**src/rtl/vcc_pkg.sv**
```systemverilog
package vcc_pkg;

    localparam int LANE_W    = 32;
    localparam int WORD_W    = 32;
    localparam int CODE_W    = 3;
    localparam int JOIN_W    = 2;
    localparam int NUM_LANES = 2;
    localparam int KEY_W     = LANE_W + 1;

    // field positions decoded from instruction words
    localparam int XCODE_LO = 24;
    localparam int YCODE_LO = 21;
    localparam int XREF_BIT = 25;
    localparam int YREF_BIT = 24;
    localparam int JOIN_LO  = 22;

    typedef enum logic [CODE_W-1:0] {
        CMP_EQ   = 3'd0,
        CMP_NE   = 3'd1,
        CMP_LT   = 3'd2,
        CMP_LE   = 3'd3,
        CMP_GT   = 3'd4,
        CMP_GE   = 3'd5,
        CMP_RSV6 = 3'd6,
        CMP_RSV7 = 3'd7
    } cmp_code_e;

    typedef enum logic [JOIN_W-1:0] {
        JOIN_ANY = 2'd0,
        JOIN_ALL = 2'd1,
        JOIN_X   = 2'd2,
        JOIN_Y   = 2'd3
    } join_op_e;

    typedef struct packed {
        cmp_code_e code_y;
        cmp_code_e code_x;
    } cmp_ctl_t;

    typedef struct packed {
        logic     ref_y;
        logic     ref_x;
        join_op_e join_op;
    } br_ctl_t;

    // signed ordering key: sign-magnitude mapped so that -0 == +0
    function automatic logic signed [KEY_W-1:0] order_key(input logic [LANE_W-1:0] v);
        logic signed [KEY_W-1:0] mag;
        mag = {2'b00, v[LANE_W-2:0]};
        return v[LANE_W-1] ? -mag : mag;
    endfunction

    function automatic cmp_ctl_t decode_cmp(input logic [WORD_W-1:0] w);
        cmp_ctl_t c;
        c.code_x = cmp_code_e'(w[XCODE_LO +: CODE_W]);
        c.code_y = cmp_code_e'(w[YCODE_LO +: CODE_W]);
        return c;
    endfunction

    function automatic br_ctl_t decode_br(input logic [WORD_W-1:0] w);
        br_ctl_t b;
        b.ref_x   = w[XREF_BIT];
        b.ref_y   = w[YREF_BIT];
        b.join_op = join_op_e'(w[JOIN_LO +: JOIN_W]);
        return b;
    endfunction

endpackage

```
**src/rtl/vcc_lane_cmp.sv**
```systemverilog
module vcc_lane_cmp
    import vcc_pkg::*;
#(
    parameter int W = LANE_W
) (
    input  logic [W-1:0] a_i,
    input  logic [W-1:0] b_i,
    input  cmp_code_e    code_i,
    output logic         hit_o
);

    logic signed [W:0] key_a;
    logic signed [W:0] key_b;
    logic              is_eq;
    logic              is_lt;

    always_comb begin
        key_a = order_key(a_i);
        key_b = order_key(b_i);
        is_eq = (key_a == key_b);
        is_lt = (key_a < key_b);
        unique case (code_i)
            CMP_EQ:  hit_o = is_eq;
            CMP_NE:  hit_o = !is_eq;
            CMP_LT:  hit_o = is_lt;
            CMP_LE:  hit_o = is_lt || is_eq;
            CMP_GT:  hit_o = !is_lt && !is_eq;
            CMP_GE:  hit_o = !is_lt;
            default: hit_o = 1'b0;
        endcase
    end

endmodule

```
**src/rtl/vcc_flag_reg.sv**
```systemverilog
module vcc_flag_reg #(
    parameter int N = 2
) (
    input  logic         clk,
    input  logic         rst,
    input  logic         clr_i,
    input  logic         we_i,
    input  logic [N-1:0] d_i,
    output logic [N-1:0] q_o
);

    always_ff @(posedge clk) begin
        if (rst || clr_i) begin
            q_o <= '0;
        end else if (we_i) begin
            q_o <= d_i;
        end
    end

    assert_hold_R4: assert property (@(posedge clk) disable iff (rst)
        (!clr_i && !we_i) |=> $stable(q_o));

    assert_start_clear_R9: assert property (@(posedge clk) disable iff (rst)
        clr_i |=> (q_o == '0));

endmodule

```
**src/rtl/vcc_branch_eval.sv**
```systemverilog
module vcc_branch_eval
    import vcc_pkg::*;
(
    input  logic [NUM_LANES-1:0] flags_i,
    input  br_ctl_t              ctl_i,
    output logic                 cond_o
);

    logic match_x;
    logic match_y;

    always_comb begin
        match_x = (ctl_i.ref_x == flags_i[0]);
        match_y = (ctl_i.ref_y == flags_i[1]);
        unique case (ctl_i.join_op)
            JOIN_ANY: cond_o = match_x || match_y;
            JOIN_ALL: cond_o = match_x && match_y;
            JOIN_X:   cond_o = match_x;
            JOIN_Y:   cond_o = match_y;
            default:  cond_o = 1'b0;
        endcase
    end

endmodule

```
**src/rtl/vcc_top.sv**
```systemverilog
module vcc_top
    import vcc_pkg::*;
(
    input  logic              clk,
    input  logic              rst,
    input  logic              start_i,
    input  logic              cmp_en_i,
    input  logic [WORD_W-1:0] cmp_word_i,
    input  logic [LANE_W-1:0] ax_i,
    input  logic [LANE_W-1:0] bx_i,
    input  logic [LANE_W-1:0] ay_i,
    input  logic [LANE_W-1:0] by_i,
    input  logic [WORD_W-1:0] br_word_i,
    output logic [1:0]        flags_o,
    output logic              cond_o
);

    cmp_ctl_t                cmp_ctl;
    br_ctl_t                 br_ctl;
    logic [LANE_W-1:0]       op_a  [NUM_LANES];
    logic [LANE_W-1:0]       op_b  [NUM_LANES];
    cmp_code_e               codes [NUM_LANES];
    logic [NUM_LANES-1:0]    lane_hit;
    logic [NUM_LANES-1:0]    flag_q;

    always_comb begin
        cmp_ctl  = decode_cmp(cmp_word_i);
        br_ctl   = decode_br(br_word_i);
        op_a[0]  = ax_i;
        op_b[0]  = bx_i;
        op_a[1]  = ay_i;
        op_b[1]  = by_i;
        codes[0] = cmp_ctl.code_x;
        codes[1] = cmp_ctl.code_y;
    end

    for (genvar g = 0; g < NUM_LANES; g++) begin : g_lane
        vcc_lane_cmp #(.W(LANE_W)) u_lane (
            .a_i    (op_a[g]),
            .b_i    (op_b[g]),
            .code_i (codes[g]),
            .hit_o  (lane_hit[g])
        );
    end

    vcc_flag_reg #(.N(NUM_LANES)) u_flags (
        .clk   (clk),
        .rst   (rst),
        .clr_i (start_i),
        .we_i  (cmp_en_i),
        .d_i   (lane_hit),
        .q_o   (flag_q)
    );

    vcc_branch_eval u_branch (
        .flags_i (flag_q),
        .ctl_i   (br_ctl),
        .cond_o  (cond_o)
    );

    assign flags_o = flag_q;

    // reserved codes never set a flag
    assert_reserved_code_R2: assert property (@(posedge clk) disable iff (rst)
        (cmp_en_i && !start_i && cmp_word_i[XCODE_LO +: CODE_W] >= 3'd6) |=> !flags_o[0]);

    // signed zeros are equal
    assert_zero_equal_R5: assert property (@(posedge clk) disable iff (rst)
        (cmp_en_i && !start_i && cmp_word_i[XCODE_LO +: CODE_W] == 3'd0 &&
         ax_i[LANE_W-2:0] == '0 && bx_i[LANE_W-2:0] == '0) |=> flags_o[0]);

    // negative non-zero is below any positive
    assert_sign_order_R6: assert property (@(posedge clk) disable iff (rst)
        (cmp_en_i && !start_i && cmp_word_i[XCODE_LO +: CODE_W] == 3'd2 &&
         ax_i[LANE_W-1] && ax_i[LANE_W-2:0] != '0 && !bx_i[LANE_W-1]) |=> flags_o[0]);

    // AND join true only when both references match
    assert_join_all_R8: assert property (@(posedge clk) disable iff (rst)
        (br_word_i[JOIN_LO +: JOIN_W] == 2'd1 && cond_o) |->
        (flags_o[0] == br_word_i[XREF_BIT] && flags_o[1] == br_word_i[YREF_BIT]));

endmodule

```
**config.mk**
```make
export PLATFORM = sky130hd
export DESIGN_NAME = vcc_top
export DESIGN_NICKNAME = d
export VERILOG_FILES = /design/src/rtl/vcc_pkg.sv /design/src/rtl/vcc_lane_cmp.sv /design/src/rtl/vcc_flag_reg.sv /design/src/rtl/vcc_branch_eval.sv /design/src/rtl/vcc_top.sv
export SDC_FILE = /design/constraint.sdc
export NUM_CORES = 1
export LEC_CHECK = 0
export BUFFER_PORTS_ARGS = -buffer_cell sky130_fd_sc_hd__buf_2
export CAP_MARGIN = 20
export CORE_MARGIN = 2
export CORE_UTILIZATION = 53
export CTS_BUF_LIST = sky130_fd_sc_hd__clkbuf_8
export DETAILED_ROUTE_END_ITERATION = 10
export GPL_TIMING_DRIVEN = 0
export PLACE_DENSITY = 0.88
export SYNTH_ARGS = -nofsm -noshare
export SYNTH_HDL_FRONTEND = slang
export SYNTH_SLANG_ARGS = --single-unit
```
**constraint.sdc**
```tcl
create_clock -name clk -period 9.9 [get_ports clk]
set_input_delay 1.98 -clock clk [delete_from_list [all_inputs] [get_ports clk]]
set_output_delay 1.98 -clock clk [all_outputs]
set_load 0.01 [all_outputs]
```
==> results of run 1 <==
## per-stage QoR
| step | area [sq um] | hold WS [ns] | total power, uW | instances |
|---|---|---|---|---|
| after floorplan | 4190 | 0.701 | 165 | 564 |
| after global placement | 5030 | 0.713 | 239 | 809 |
| after detailed placement | 5030 | 0.725 | 252 | 809 |
| after CTS | 5070 | 0.729 | 286 | 812 |
| after global routing | 5070 | 0.758 | 321 | 812 |
| final | 5070 | 0.733 | 288 | 812 |
## power groups by stage
stage               registers (uW)  clock network, uW  logic, uW
finish                        9.04               32.0        247
global route                  9.07               33.5        278
CTS                           9.01               32.5        244
detailed placement            9.10                  0        243
global placement              9.09                  0        230
floorplan                     9.23                  0        155
## layer usage
metal	track usage	vias to the layer above	routed length [um]
met5	0	-	0
met4	0.0931	0	334
met3	0.0269	36	1020
met2	0.534	217	6340
met1	0.343	2314	5170
li1	-	2450	-
## area by class of cell
cell class              instances  area [sq um]  area share
multi-input cells             533          4040       0.796
repair buffers                143           716       0.141
well taps                     102           128      0.0252
inverters                      16          60.1      0.0118
plain buffers                  13          48.8     0.00962
clock buffers                   3          41.3     0.00814
flip-flops and latches          2          40.0     0.00790
## worst max-delay path: stages
cell	delay [ns]
buf_2	0.12
nor4_1	0.79
nand4_1	0.45
or4_1	0.55
or3_1	0.35
o21ai_1	0.33
o21ai_0	0.17
ha_1	0.40
nand4_1	0.19
or4_1	0.63
or3_1	0.46
maj3_1	0.38
nand2_1	0.06
o22ai_1	0.07
## synthesized netlist by cell type, drive strengths merged (2+ instances only)
cell type	instances	area [sq um]
a21oi	37	185
and3	2	12.5
nor2	11	41.3
o211ai	4	30.0
nand3	15	75.1
o41ai	19	166
xnor2	58	508
o31ai	32	259
inv	16	60.1
maj3	2	20.0
nor3	6	30.0
or3	24	165
nand2	47	176
or2	5	33.8
nand2b	7	43.8
clkbuf	10	37.5
o21ai	45	225
or4	22	173
o31a	2	17.5
nor2b	7	43.8
nand4	16	100
ha	70	876
a221oi	2	17.5
buf	3	11.3
a21o	6	45.0
o21a	8	60.1
dfxtp	2	40.0
mux2i	2	20.0
nor4	9	62.6
a31o	2	17.5
xor2	62	543
## cell families after synthesis
group	Yosys count	share of synthesized area
XOR/XNOR	120	0.251
adder cells (fa/ha/maj)	72	0.214
AO/OA/AOI/OAI	165	0.261
flip-flops	2	0.00957
multiplexers	2	0.00478
buffers and inverters	29	0.0260
AND/OR/NAND/NOR	174	0.234
## how the worst max path moves through the flow
| stage | start | endpoint | slack [ns] |
|---|---|---|---|
| 2_1_floorplan | by_i[10] | u_flags.q_o[1] | 3.64 |
| 3_3_place_gp | ax_i[1] | u_flags.q_o[0] | 3.08 |
| 3_5_place_dp | ax_i[0] | u_flags.q_o[0] | 2.99 |
| 4_1_cts | ax_i[0] | u_flags.q_o[0] | 3.20 |
| 5_1_grt | ax_i[0] | u_flags.q_o[0] | 2.85 |
| 6_report | ax_i[10] | u_flags.q_o[0] | 3.05 |
==> flow_summary.yaml, run 1 <==
run_status:
  status: "completed"
die:
  start_util: 0.544
  rows: 32
  die-area_sq_mm: 0.00862
  boundaryPins: 199
  die_h_um: 92.9
  die_w_um: 92.9
  core_sq_mm: 0.00769
worst_hold_path:
  holdCritStartpoint: "u_flags.q_o[0]"
  hold_path.class: "register to register"
  min_to: "u_flags.q_o[0]"
  whs_path_depth: 3
cells_and_area:
  final_common_cell: "buf_2"
  nNetsFinal: 978
  diodes: 0
  regMostFlops: "u_flags.q_o"
  largest_reg_flops: 2
  finalCoreUtilization: 0.660
  fill_cells: 688
  top_regs: "u_flags.q_o (2)"
  area_growth_pct: 21.1
  final_cell_mix: "buf_2, ha_1, xor2_1"
  drive_above_1_share: 0.221
clock_tree:
  cts_resized: 0
  post_cts_buffers: 0
  clock_sinks: 2
  clk_latency_ns: 0.21
  clk_pin_slew_ns: 0.03
  cts.path.max_buffers: 2
  cts_root_buf: "clkbuf_8"
  numCtsBuffers: 3
  cts-hold-fix-buffers: 0
  ctsHtreeMaxLevel: 1
  cts_tree: "done"
yosys:
  yosys_register_bits: 2
  synth_area_sq_mm: 0.00419
  avgSynthCellArea_sq_um: 7.42
  synth_edf_count: 0
  yosys_warnings: 0
  ys_async_sr_fraction: 0
  ys.flop_type: "dfxtp_1"
  ys_seq_area_frac: 0.00957
  synthesis.nets: 830
  syn_inst: 564
  synth.distinct_cells: 49
detailed_routing:
  vias_per_cell: 6.18
  drt_wl_total_mm: 12.9
  post-route-drc-count: 0
  routedWlPerCell_um: 15.8
  drtPass1Iterations: 5
  num_vias: 5017
  ant_nets: 0
  drtIter0Drc: 272
critical_path:
  worstPathMaxFanout: 4
  crit_path_end_kind: "register"
  startpoint_type: "primary input"
  crit_type: "primary input to register"
  reg2reg_depth: 4
  critical_path_arrival_ns: 6.94
  worstPathRequired_ns: 9.99
  r2r_end: "u_flags.q_o[1]"
  r2r-start: "u_flags.q_o[1]"
  r2r_setup_slack_ns: 8.73
placed_design:
  place_congestion: 0.967
  place_ws_ns: 2.99
  place_hpwl_mm: 11.1
  portBuffers: 143
sta:
  maxSlewViolCount: 0
  rsz0062_at_grt: "false"
  fin_crit_sh: 0.692
  layout_setup_ws_ns: 3.05
  slew_headroom: 0.388
  setup_viol: 0
  hold_viol: 0
  fin_crit_ns: 6.85
  clock.fmax_mhz: 146
  tightest_slew_ns: 0.910
  finalSetupTns_ns: 0
  fin_skew_ns: 0
global_route:
  antenna_found_initial: 0
  grt_pass1_wl_mm: 20.8
  grt_remaining_overflow: 0
  grt_max_degree: 11
  grt_pass1_vias: 4885
  gr-usage-all-layers: 0.287
pwr:
  power_switching_uw: 143
  combPwrFrac: 0.858
  internal_power_uw: 145
  seq_power_share: 0.031
  p_leak_uw: 0.00218
  switching_share: 0.496
  power_density_mw_per_mm2: 56.8
  max-vdd-ir-drop_mv: 0.0393
  clock_power_share: 0.111
run:
  drv_cap: 0
Power figures use the tool's default switching activity.
==> run 2, diff against run 1 <==
--- a/config.mk
+++ b/config.mk
@@ -5,14 +5,15 @@
 export SDC_FILE = /design/constraint.sdc
 export NUM_CORES = 1
 export LEC_CHECK = 0
+export ABC_AREA = 1
 export BUFFER_PORTS_ARGS = -buffer_cell sky130_fd_sc_hd__buf_2
 export CAP_MARGIN = 20
 export CORE_MARGIN = 2
-export CORE_UTILIZATION = 53
+export CORE_UTILIZATION = 52
 export CTS_BUF_LIST = sky130_fd_sc_hd__clkbuf_8
 export DETAILED_ROUTE_END_ITERATION = 10
 export GPL_TIMING_DRIVEN = 0
-export PLACE_DENSITY = 0.88
+export PLACE_DENSITY = 0.83
 export SYNTH_ARGS = -nofsm -noshare
 export SYNTH_HDL_FRONTEND = slang
 export SYNTH_SLANG_ARGS = --single-unit
==> constraint.sdc (replaced) <==
create_clock -name clk -period 6.9 [get_ports clk]
set_input_delay 1.38 -clock clk [delete_from_list [all_inputs] [get_ports clk]]
set_output_delay 1.38 -clock clk [all_outputs]
set_load 0.01 [all_outputs]
==> run 2 against run 1 <==
Against the previous run: combinational power increased by 65%; cell count increased by 44%; clock skew is the same; critical path type unchanged.
==> flow_summary.yaml, run 2 <==
run_status:
  status: "completed"
detailed_routing:
  topRoutingLayerUsed: "met4"
  drt_wl_total_mm: 13.6
  met2_length_mm: 6.39
  ant_nets: 0
  wl_met3_um: 816
  drtPass1Iterations: 5
  drtIter0Drc: 281
  post-route-drc-count: 0
  num_vias: 5877
  wl_met1_mm: 6.19
  routedWlPerCell_um: 11.6
  vias_per_cell: 5.02
critical_path:
  max_stage_delay_ns: 0.40
  cp_slowest_cell: "ha_1"
  cpMostUsedCell: "nand2_1"
  worstPathRequired_ns: 7.00
  r2r-start: "u_flags.q_o[0]"
  crit_path_end_kind: "register"
  crit_type: "primary input to register"
  critical_path_arrival_ns: 4.87
  r2r_setup_slack_ns: 6.24
  r2r_end: "u_flags.q_o[0]"
  reg2reg_depth: 2
  startpoint_type: "primary input"
  worstPathMaxFanout: 5
global_route:
  grt_max_degree: 11
  grt_pass1_wl_mm: 22.3
  grt_remaining_overflow: 0
  gr-usage-all-layers: 0.256
  antenna_found_initial: 0
  grt_pass1_vias: 5420
yosys:
  synth_area_sq_mm: 0.00509
  yosys_register_bits: 2
  avgSynthCellArea_sq_um: 5.72
  yosys.area.top_type_share: 0.172
  synth.distinct_cells: 34
  synthesis.nets: 1156
  yosys_warnings: 0
  ys.flop_type: "dfxtp_1"
  ys_async_sr_fraction: 0
  synth.top_cells.by_area: "ha_1, nand2_1, xor2_1"
  yosys.area.top_type: "ha_1"
  ys_seq_area_frac: 0.00787
  synth_most_common_cell: "nand2_1"
  syn_inst: 890
  synth_edf_count: 0
  netlist_top_cells_count: "nand2_1, inv_1, nor2_1"
die:
  rows: 36
  boundaryPins: 199
  die_h_um: 103
  start_util: 0.528
  die_w_um: 103
  die-area_sq_mm: 0.0106
  core_sq_mm: 0.00964
cells_and_area:
  largest_reg_flops: 2
  diodes: 0
  drive_above_1_share: 0.181
  regMostFlops: "u_flags.q_o"
  top_regs: "u_flags.q_o (2)"
  final_common_cell: "nand2_1"
  area_growth_pct: 18.2
  final_cell_mix: "nand2_1, inv_1, buf_2"
  nNetsFinal: 1305
clock_tree:
  cts-hold-fix-buffers: 0
  clk_latency_ns: 0.21
  ctsHtreeMaxLevel: 1
  clock_sinks: 2
  numCtsBuffers: 3
  cts.path.max_buffers: 2
  cts_tree: "done"
  cts_root_buf: "clkbuf_8"
  cts_resized: 0
  clk_pin_slew_ns: 0.03
  post_cts_buffers: 0
pwr:
  power_density_mw_per_mm2: 77.7
  internal_power_uw: 215
  max-vdd-ir-drop_mv: 0.0368
  combPwrFrac: 0.873
  switching_share: 0.539
  p_leak_uw: 0.00338
  power_switching_uw: 252
  seq_power_share: 0.028
  clock_power_share: 0.099
sta:
  rsz0062_at_grt: "false"
  layout_setup_ws_ns: 2.13
  finalSetupTns_ns: 0
  setup_viol: 0
  fin_crit_ns: 4.77
  fin_skew_ns: 0
  slew_headroom: 0.595
  tightest_slew_ns: 0.608
  fin_crit_sh: 0.692
  maxSlewViolCount: 0
  clock.fmax_mhz: 209
  hold_viol: 0
worst_hold_path:
  whs_path_depth: 2
  min_to: "u_flags.q_o[1]"
  holdCritStartpoint: "u_flags.q_o[1]"
  hold_path.class: "register to register"
placed_design:
  portBuffers: 144
  place_ws_ns: 1.95
  place_congestion: 0.938
  place_hpwl_mm: 12.0
run:
  drv_cap: 0
run 2: cell count changes after synthesis, moves of 12 or more:
cell | previous run | this run
inv_1 | 16 | 148
nand2_1 | 47 | 209
nand3_1 | 15 | 41
nor2_1 | 11 | 116
nor3_1 | 6 | 18
o21ai_0 | 40 | 26
o31ai_1 | 30 | 6
o41ai_1 | 19 | 0
or3_1 | 21 | 1
or4_1 | 20 | 0
xnor2_1 | 58 | 34
xor2_1 | 62 | 84
run 2: layout make-up:
class | count | area, sq um
flip-flops and latches | 2 | 40.0
clock buffers | 3 | 41.3
repair buffers | 144 | 721
fillers | 992 | 3620
plain buffers | 12 | 45.0
inverters | 148 | 556
multi-input cells | 728 | 4450
well taps | 133 | 166
run 2: power groups by stage:
stage	sequential, uW	clock [uW]	combinational [uW]
2_1_floorplan	13.3	0	275
3_3_place_gp	13.2	0	396
3_5_place_dp	13.2	0	405
4_1_cts	13.0	48.1	408
5_1_grt	13.1	49.2	473
6_report	13.1	46.2	408
run 2: critical path, delay by kind of cell:
kind | cells | cell delay [ns]
compound gates | 4 | 0.51
fa+ha+maj | 2 | 0.59
buf+inv | 2 | 0.23
simple gates | 21 | 2.17
run 2: metal layers:
metal  global-route usage  vias up
li1                     -     3130
met1                0.327     2569
met2                0.459      160
met3               0.0271       18
met4               0.0638        0
met5                    0        -
run 2: kinds of logic after synthesis:
group,synth area share
fa+ha+maj,0.172
compound gates,0.102
buf+inv,0.118
xor+xnor,0.203
simple gates,0.397
flops,0.00787
run 2: worst max-delay path by stage:
stage | start | to | slack, ns
finish | ay_i[0] | u_flags.q_o[1] | 2.13
global route | ay_i[0] | u_flags.q_o[1] | 1.65
CTS | ay_i[0] | u_flags.q_o[1] | 2.16
detailed placement | ay_i[0] | u_flags.q_o[1] | 1.95
global placement | ay_i[0] | u_flags.q_o[1] | 2.04
floorplan | ay_i[0] | u_flags.q_o[1] | 2.68
run 2: stage by stage:
step / utilization / power [uW] / hold WS (ns) / instances / area, sq um
floorplan: - / 289 / 0.505 / 890 / 5090
global placement: 0.620 / 409 / 0.501 / 1167 / 5970
detailed placement: 0.620 / 418 / 0.495 / 1167 / 5970
CTS: 0.624 / 469 / 0.499 / 1170 / 6020
global route: 0.624 / 535 / 0.528 / 1170 / 6020
finish: 0.624 / 467 / 0.496 / 1170 / 6020
